--- src/rtl/gcorr_pkg.sv ---
package gcorr_pkg;

    parameter int NCH     = 16;
    parameter int CODE_W  = 16;
    parameter int GAIN_W  = 32;
    parameter int OFS_W   = 16;
    parameter int FRAC    = 16;
    parameter int OFS_LIM = 15;

    localparam int CH_W   = $clog2(NCH);
    localparam int ENT    = 2 * NCH;
    localparam int ENT_W  = CH_W + 1;
    localparam int PROD_W = GAIN_W + CODE_W;
    localparam int SUM_W  = PROD_W - FRAC + 2;

    localparam logic [GAIN_W-1:0] GAIN_ONE = GAIN_W'(1) << FRAC;
    localparam logic [GAIN_W-1:0] GAIN_MIN = 32'h0000_F000;
    localparam logic [GAIN_W-1:0] GAIN_MAX = 32'h0001_1111;
    localparam logic [CODE_W-1:0] FS_IN    = 16'hFFFF;
    localparam logic [CODE_W-1:0] FS_OUT   = 16'h3FFF;
    localparam logic [PROD_W-1:0] HALF_LSB = PROD_W'(1) << (FRAC - 1);

    typedef enum logic { DIR_IN = 1'b0, DIR_OUT = 1'b1 } dir_e;

    typedef struct packed {
        logic [GAIN_W-1:0]       gain;
        logic signed [OFS_W-1:0] ofs;
    } corr_t;

    typedef struct packed {
        logic              valid;
        dir_e              dir;
        logic [CH_W-1:0]   chan;
        logic [CODE_W-1:0] raw;
        corr_t             corr;
    } stage_t;

    localparam corr_t CORR_NEUTRAL = '{gain: GAIN_ONE, ofs: '0};

    function automatic logic gain_ok(input logic [GAIN_W-1:0] g);
        return (g >= GAIN_MIN) && (g <= GAIN_MAX);
    endfunction

    function automatic logic ofs_ok(input logic signed [OFS_W-1:0] o);
        return (o >= -OFS_W'(OFS_LIM)) && (o <= OFS_W'(OFS_LIM));
    endfunction

    function automatic logic [CODE_W-1:0] full_scale(input dir_e d);
        return (d == DIR_OUT) ? FS_OUT : FS_IN;
    endfunction

endpackage

--- src/rtl/gcorr_table.sv ---
module gcorr_table
    import gcorr_pkg::*;
(
    input  logic               clk,
    input  logic               rst,
    input  logic               wr_en,
    input  logic [ENT_W-1:0]   wr_idx,
    input  logic               wr_sel,
    input  logic [GAIN_W-1:0]  wr_data,
    input  logic [ENT_W-1:0]   rd_idx,
    output corr_t              rd_corr,
    output logic [ENT-1:0]     flags
);

    corr_t tbl [ENT];

    for (genvar e = 0; e < ENT; e++) begin : g_ent
        always_ff @(posedge clk) begin
            if (rst) begin
                tbl[e] <= CORR_NEUTRAL;
            end else if (wr_en && (wr_idx == ENT_W'(e))) begin
                if (wr_sel) tbl[e].ofs  <= wr_data[OFS_W-1:0];
                else        tbl[e].gain <= wr_data;
            end
        end
        assign flags[e] = !gain_ok(tbl[e].gain) || !ofs_ok(tbl[e].ofs);
    end

    assign rd_corr = tbl[rd_idx];


    gain_flag_chk: assert property (@(posedge clk) disable iff (rst)
        (wr_en && !wr_sel && !gain_ok(wr_data)) |=> flags[$past(wr_idx)]);


    ofs_flag_chk: assert property (@(posedge clk) disable iff (rst)
        (wr_en && wr_sel && !ofs_ok(wr_data[OFS_W-1:0])) |=> flags[$past(wr_idx)]);

endmodule

--- src/rtl/gcorr_pipe.sv ---
module gcorr_pipe
    import gcorr_pkg::*;
(
    input  logic               clk,
    input  logic               rst,
    input  logic               take,
    input  dir_e               in_dir,
    input  logic [CH_W-1:0]    in_chan,
    input  logic [CODE_W-1:0]  in_code,
    input  corr_t              corr,
    input  logic               neutral,
    output logic               out_valid,
    output dir_e               out_dir,
    output logic [CH_W-1:0]    out_chan,
    output logic [CODE_W-1:0]  out_code
);

    stage_t s1;

    always_ff @(posedge clk) begin
        if (rst) begin
            s1 <= '0;
        end else begin
            s1.valid <= take;
            s1.dir   <= in_dir;
            s1.chan  <= in_chan;
            s1.raw   <= in_code;
            s1.corr  <= neutral ? CORR_NEUTRAL : corr;
        end
    end

    logic [PROD_W-1:0]        rounded;
    logic [PROD_W-FRAC-1:0]   scaled;
    logic [FRAC-1:0]          unused_frac;
    logic signed [SUM_W-1:0]  sum;
    logic [CODE_W-1:0]        fs;
    logic [CODE_W-1:0]        clamped;

    always_comb begin
        rounded     = PROD_W'(s1.raw) * PROD_W'(s1.corr.gain) + HALF_LSB;
        scaled      = rounded[PROD_W-1:FRAC];
        unused_frac = rounded[FRAC-1:0];
        sum         = $signed({2'b00, scaled}) + SUM_W'(s1.corr.ofs);
        fs          = full_scale(s1.dir);
        if (sum < 0)                          clamped = '0;
        else if (sum > $signed(SUM_W'(fs)))   clamped = fs;
        else                                  clamped = sum[CODE_W-1:0];
    end

    always_ff @(posedge clk) begin
        if (rst) begin
            out_valid <= 1'b0;
            out_dir   <= DIR_IN;
            out_chan  <= '0;
            out_code  <= '0;
        end else begin
            out_valid <= s1.valid;
            out_dir   <= s1.dir;
            out_chan  <= s1.chan;
            out_code  <= clamped;
        end
    end


    tag_follow_chk: assert property (@(posedge clk) disable iff (rst)
        s1.valid |=> (out_valid && out_chan == $past(s1.chan) && out_dir == $past(s1.dir)));


    out_span_chk: assert property (@(posedge clk) disable iff (rst)
        (out_valid && out_dir == DIR_OUT) |-> (out_code <= FS_OUT));


    neutral_pass_chk: assert property (@(posedge clk) disable iff (rst)
        (s1.valid && s1.corr == CORR_NEUTRAL && s1.dir == DIR_IN) |=> (out_code == $past(s1.raw)));

endmodule

--- src/rtl/gcorr_unit.sv ---
module gcorr_unit
    import gcorr_pkg::*;
(
    input  logic               clk,
    input  logic               rst,
    input  logic               bypass_req,
    input  logic               wr_en,
    input  logic               wr_dir,
    input  logic [CH_W-1:0]    wr_chan,
    input  logic               wr_sel,
    input  logic [GAIN_W-1:0]  wr_data,
    input  logic               in_valid,
    output logic               in_ready,
    input  logic               in_dir,
    input  logic [CH_W-1:0]    in_chan,
    input  logic [CODE_W-1:0]  in_code,
    output logic               out_valid,
    output logic               out_dir,
    output logic [CH_W-1:0]    out_chan,
    output logic [CODE_W-1:0]  out_code,
    output logic [ENT-1:0]     range_flags
);

    logic  byp_q;
    corr_t rd_corr;
    dir_e  res_dir;

    always_ff @(posedge clk) begin
        if (rst)             byp_q <= 1'b0;
        else if (bypass_req) byp_q <= 1'b1;
    end

    assign in_ready = !rst;

    gcorr_table u_table (
        .clk     (clk),
        .rst     (rst),
        .wr_en   (wr_en),
        .wr_idx  ({wr_dir, wr_chan}),
        .wr_sel  (wr_sel),
        .wr_data (wr_data),
        .rd_idx  ({in_dir, in_chan}),
        .rd_corr (rd_corr),
        .flags   (range_flags)
    );

    gcorr_pipe u_pipe (
        .clk       (clk),
        .rst       (rst),
        .take      (in_valid && in_ready),
        .in_dir    (dir_e'(in_dir)),
        .in_chan   (in_chan),
        .in_code   (in_code),
        .corr      (rd_corr),
        .neutral   (byp_q || bypass_req),
        .out_valid (out_valid),
        .out_dir   (res_dir),
        .out_chan  (out_chan),
        .out_code  (out_code)
    );

    assign out_dir = res_dir;


    bypass_sticky_chk: assert property (@(posedge clk) disable iff (rst)
        byp_q |=> byp_q);


    reset_quiet_chk: assert property (@(posedge clk)
        $past(rst) |-> (!out_valid && range_flags == '0));

endmodule

--- config.mk ---
export PLATFORM = sky130hd
export DESIGN_NAME = gcorr_unit
export DESIGN_NICKNAME = d
export VERILOG_FILES = /design/src/rtl/gcorr_pkg.sv /design/src/rtl/gcorr_table.sv /design/src/rtl/gcorr_pipe.sv /design/src/rtl/gcorr_unit.sv
export SDC_FILE = /design/constraint.sdc
export NUM_CORES = 2
export LEC_CHECK = 0
export ABC_AREA = 1
export BUFFER_PORTS_ARGS = -buffer_cell sky130_fd_sc_hd__buf_2
export CAP_MARGIN = 30
export CORE_MARGIN = 2
export CORE_UTILIZATION = 60
export DETAILED_ROUTE_END_ITERATION = 7
export GPL_ROUTABILITY_DRIVEN = 0
export PLACE_DENSITY = 0.73
export REMOVE_ABC_BUFFERS = 1
export SLEW_MARGIN = 20
export SYNTH_ARGS = -nofsm -noshare
export SYNTH_HDL_FRONTEND = slang
export SYNTH_SLANG_ARGS = --single-unit
--- constraint.sdc ---
create_clock -name clk -period 15 [get_ports clk]
set_input_delay 1.5 -clock clk [delete_from_list [all_inputs] [get_ports clk]]
set_output_delay 1.5 -clock clk [all_outputs]
set_load 0.01 [all_outputs]
After elaboration in Yosys (flattened, before gate mapping)
Memories as Yosys holds them, arrays and structs flattened.
Cells that the tools add are included.
{ "classes": {"mux": 263, "reduce_logical": 198, "mul": 1, "n_bitwise": 64, "shift": 0, "n_lt_le_gt_ge": 130, "n_div": 0, "addsub": 2, "n_eq_ne": 31} }
{ "ops": {"columns": ["cell", "n"], "rows": [
  ["32-bit by 16-bit >= comparator with 1-bit output, second input constant", 32],
  ["32-bit by 17-bit less-or-equal comparator with 1-bit output, second input constant", 32],
  ["32-bit two-way mux", 32],
  ["16-bit two-way mux", 34],
  ["16-bit by 5-bit >= comparator with 1-bit output, second input constant", 32],
  ["16-bit by 5-bit less-or-equal comparator with 1-bit output, second input constant", 32],
  ["1-bit two-way mux", 196],
  ["1-bit logical AND", 97],
  ["5-bit equality test, second input constant", 16],
  ["1-bit logical NOT", 65],
  ["1-bit bitwise OR", 64],
  ["48-bit by 16-bit adder with 48-bit output, second input constant", 1],
  ["16-bit by 32-bit multiplier with 48-bit output", 1],
  ["5-bit by 4-bit equality test with 1-bit output, second input constant", 8],
  ["33-bit by 16-bit adder with 34-bit output", 1],
  ["34-bit by 17-bit greater-than comparator with 1-bit output", 1],
  ["34-bit by 1-bit less-than comparator with 1-bit output, second input constant", 1],
  ["1-bit logical OR", 33],
  ["33-bit two-way mux", 1],
  ["5-bit by 3-bit equality test with 1-bit output, second input constant", 4],
  ["5-bit by 2-bit equality test with 1-bit output, second input constant", 2],
  ["5-bit by 1-bit equality test with 1-bit output, second input constant", 1],
  ["5-bit logical NOT", 1],
  ["2-bit OR reduction", 2]
]} }
{ "totals": {"register_bits": 93, "latch_bits": 0, "mem_count": 1, "word_cells": 702, "romBits": 0, "out_inout_bits": 55, "ram_bits": 1536, "inputBits": 64} }
{ "memory_table": {"columns": ["memory", "depth", "word_bits", "read_ports", "rd_clocked_by_memory_dff", "write_ports", "line", "text"], "rows": [
  ["u_table.tbl", 32, 48, 33, 0, 32, "gcorr_table.sv:15", "corr_t tbl [ENT];"]
]} }

Depth between registers and ports, before layout
{ "depth": {"depth_word": 6, "ltp_mapped": 52, "depth_no_buf": 50} }

Cells and area by module
Synthesis repeated with hierarchy kept, for this count alone.
{ "hier_totals": {"hier_cells": 12610, "area_unflattened_um2": 100966.8} }
{ "by_module_without_submodules": {"columns": ["mod", "seq_area_each_um2", "instances", "area_each_um2", "cells_per_inst"], "rows": [
  ["gcorr_table", 46124.2, 1, 78410.2, 9430],
  ["gcorr_pipe", 1841.8, 1, 22511.6, 3173],
  ["gcorr_unit", 20.0, 1, 45.0, 7]
]} }

Worst setup path after synthesis
Ideal clock, no wire load.
{ "synth_timing": {"path_kind": "reg-to-reg", "start": "register u_pipe.s1[39] in the netlist's numbering", "end": "register u_pipe.out_code[11]", "path_slack_ps": 7164, "path_buffers": 3, "setup_time_ps": 120, "arrival_time_ps": 7716, "period_less_slack_ps": 7836, "stages_incl_launch_ff": 47, "t_required_ps": 14880, "path_cell_list": "dfxtp_1 > clkbuf_1 > clkbuf_1 > nand2_1 > fa_1 > inv_1 > fa_1 > inv_1 > fa_1 > inv_1 > fa_1 > fa_1 > inv_1 > fa_1 > inv_1 > ha_1 > a21oi_1 > inv_1 > (+11 left out) > inv_1 > nand2_1 > xor2_1 > ha_1 > nand3_1 > nor2_1 > nand3_1 > nor2_1 > nand2_1 > nor2_1 > nand2_1 > nor2_1 > nor2_1 > nor2_2 > nand3_2 > nand2_4 > buf_12 > a21oi_1"} }
{ "synth_between": {"elab_chain_len": 5, "word_cells_on_any_way": 7, "classes_between": "add/sub: 2; mul: 1; order compare: 2; mux: 1; reduce/logical: 1"} }
{ "synth_rtl": {"columns": ["element", "line", "text"], "rows": [
  ["from (decl)", "gcorr_pipe.sv:18", "stage_t s1;"],
  ["16-bit by 32-bit multiplier with 48-bit output *", "gcorr_pipe.sv:40", "rounded = PROD_W'(s1.raw) * PROD_W'(s1.corr.gain) + HALF_LSB;"],
  ["48-bit by 16-bit adder with 48-bit output *", "gcorr_pipe.sv:40", null],
  ["33-bit by 16-bit adder with 34-bit output *", "gcorr_pipe.sv:43", "sum = $signed({2'b00, scaled}) + SUM_W'(s1.corr.ofs);"],
  ["34-bit by 17-bit greater-than comparator with 1-bit output / 34-bit by 1-bit less-than comparator with 1-bit output (equally long branches)", "gcorr_pipe.sv:46, gcorr_pipe.sv:45", null],
  ["16-bit two-way mux / 2-bit OR reduction (equally long branches)", null, null],
  ["to (signal assigned)", "gcorr_pipe.sv:60", "out_code <= clamped;"],
  ["to (decl)", "gcorr_pipe.sv:15", "output logic [CODE_W-1:0] out_code"]
]} }
Every way passes the cells marked *; elsewhere a longest branch is shown, timed or not.
A chain may end at the register's enable or synchronous reset.

Worst setup path after layout
{ "layout_timing": {"start": "register u_pipe.s1[34] in the netlist's numbering", "end": "register u_pipe.out_code[14]"} }
Same word-level chain as after synthesis.

==> results.json <==
{
  "final_nets": 10700,
  "swShare_pct": 29.0,
  "setup_ws_ns": 5.87,
  "rsz0062_at_grt": "no",
  "r2r-start": "u_pipe.s1[34]",
  "cpPeakStageDelay_ns": 0.93,
  "post_cts_buffers": 0,
  "synth_cell_type_count": 60,
  "startpoint": "u_pipe.s1[34]",
  "fp.dieArea_sq_um": 161000,
  "cts_made_buffers": 169,
  "peakVddDrop_mv": 0.128,
  "synth_area_per_cell_sq_um": 9.21,
  "worst_hold_slack_ns": 0.392,
  "pre_cts_slack_ns": 6.01,
  "ant_nets": 0,
  "drcViolationCount": 7,
  "die_x_microns": 402,
  "grt_max_degree": 241,
  "synthCells": 10300,
  "cts_tree": "done",
  "report.final.hold_viol_count": 0,
  "final.setup.tns_ns": 0,
  "synth_area_sq_um": 94900,
  "drive_gt1_share_pct": 6.13,
  "relSlewSlack_pct": 24.9,
  "coreArea_sq_um": 157000,
  "cp.arrival_ns": 9.91,
  "viasPerCell": 6.54,
  "grt_overflow_total": 0,
  "required_ns": 15.77,
  "clockBufferDepth": 3,
  "initial_core_util_pct": 60.6,
  "clkSinkCount": 1629,
  "drt-initial-drc-count": 12500,
  "cap_violations": 0,
  "path_class": "reg2reg",
  "crit_path_start_kind": "flop",
  "yosys_warnings": 0,
  "fin_skew_ns": 0.0519,
  "tightest_slew_ns": 1.13,
  "path_clk_slew_ns": 0.06,
  "powerDensity_nw_per_um2": 109,
  "synth_top_area_share_pct": 48.6,
  "grt_antenna_before_repair": 13,
  "status": "finished with violations",
  "worstSetupEndpointType": "flop",
  "root_buffer": "clkbuf_16",
  "rows": 145,
  "clock.fmax_ghz": 0.109,
  "synth_area_leader_cell": "edfxtp_1",
  "min_path_type": "reg2reg",
  "cp_common_cell": "nand2_1",
  "io-pin-count": 119,
  "die_h_microns": 402,
  "p_sw_mw": 3.25,
  "synth_edf_count": 1536,
  "ys.flop_type": "edfxtp_1",
  "dr.pass1.iters": 8,
  "syn_to_final_growth_pct": 8.03,
  "hold_path.startpoint": "u_pipe.s1[69]",
  "routedWlPerCell_microns": 26.0,
  "finalCritPeriodShare_pct": 60.9,
  "p_int_mw": 7.95,
  "fin_crit_ns": 9.13,
  "cts.repair.resized": 0,
  "pwr-share-comb_pct": 14.5,
  "clkLatencyLatePin_ns": 0.85,
  "dp.cells": 11900,
  "synth_commonest_cells": "nor2_1, edfxtp_1, nand2_1",
  "maxSlewViolCount": 0,
  "hold_buffers": 0,
  "drt-total-wl_mm": 318,
  "place.detailed.hpwl_mm": 217,
  "synth.area.top_cells": "edfxtp_1, nor2_1, fa_1",
  "grt_usage_pct": 39.0,
  "slowest_stage": "dfxtp_1",
  "layout.cells.non_filler": 12200,
  "ys_ff_latch": 1629,
  "cts_max_level": 4,
  "port_buffers": 118,
  "setup_viol": 0,
  "vias": 79900,
  "violations": "DRC",
  "async_flop_share_pct": 0,
  "ys_seq_area_share_pct": 50.6,
  "yosys.cell_count.top_type": "nor2_1",
  "grt_first_pass_wirelength_mm": 471,
  "pwr-share-clk_pct": 37.3,
  "cp_max_fo": 16,
  "first_global_vias": 76500,
  "p_leak_nw": 40.9,
  "seq_power_share_pct": 48.2
}
-- routing by layer --
layer	wire, microns	global-route usage [%]	share of wire [%]
met2	141000	59.3	44
met1	106000	47.2	33
met4	28900	30.0	9.1
met5	178	0	0.056
met3	41300	10.8	13
-- path summary, 6_finish.rpt --
kind	end	slack (ns)	depth (start not counted)
setup / recovery	u_pipe.out_code[14]	5.87	40
hold reg to reg	u_pipe.out_valid	0.39	2
hold / removal	u_pipe.out_valid	0.39	2
setup reg to reg	u_pipe.out_code[14]	5.87	40
-- layout make-up --
type                    instances  area [sq um]
fillers                     12400         54100
multi-input cells            6839         40000
repair buffers                291          2400
inverters                    1077          4090
well taps                    2058          2570
flip-flops and latches       1629         48000
clock buffers                 205          4430
clock inverters               107           992
diodes                          9          22.5
-- critical path, delay by kind of cell, from the launching register on --
family / cells / cell delay (ns)
buffers and inverters: 4 / 0.27
AND/OR/NAND/NOR: 19 / 1.81
adder cells (fa/ha/maj): 9 / 4.26
AO/OA/AOI/OAI: 6 / 1.25
flip-flops: 1 / 0.93
XOR/XNOR: 2 / 0.54
-- cells in the final DEF (no fill, tap or decap), types with 116 or more instances in the layout --
cell type	count
nand3_1	307
nand4_1	163
o221ai_1	273
nand2_1	1162
buf_2	116
nor4_1	244
clkbuf_16	170
nor2_1	2514
ha_1	181
inv_1	1049
buf_4	127
edfxtp_1	1536
fa_1	418
o21ai_0	838
a21oi_1	207
-- registers in the layout, summed over array words and instances, names as in the netlist --
signal,cells
u_table.tbl,1536
u_pipe.s1,70
u_pipe.out_code,16
u_pipe.out_chan,4
byp_q,1
u_pipe.out_dir,1
u_pipe.out_valid,1
-- power groups by stage --
stage | Combinational [mW] | Sequential, mW | Clock [mW]
4_1_cts | 1.57 | 5.39 | 4.16
3_3_place_gp | 1.53 | 5.48 | 0
3_5_place_dp | 1.56 | 5.49 | 0
5_1_grt | 1.73 | 5.43 | 4.35
6_report | 1.62 | 5.41 | 4.18
2_1_floorplan | 0.934 | 5.44 | 0
-- cell families (layout without fill, tap and decap cells) --
group	after synthesis	after routing	share of synthesized area [%]
simple gates	4559	4559	19.9
xor+xnor	40	40	0.369
buf+inv	1830	1680	7.33
fa+ha+maj	599	599	11.2
other cells	0	9	0
flops	1629	1629	50.6
compound gates	1641	1641	10.6
-- metrics by stage --
step	utilization, %	instance area [sq um]	total power, mW
2_1_floorplan	-	92000	6.37
5_1_grt	65.4	102000	11.5
3_3_place_gp	61.5	96300	7.01
6_report	65.5	102000	11.2
4_1_cts	65.3	102000	11.1
3_5_place_dp	61.9	96900	7.05
Power figures use the tool's default switching activity.
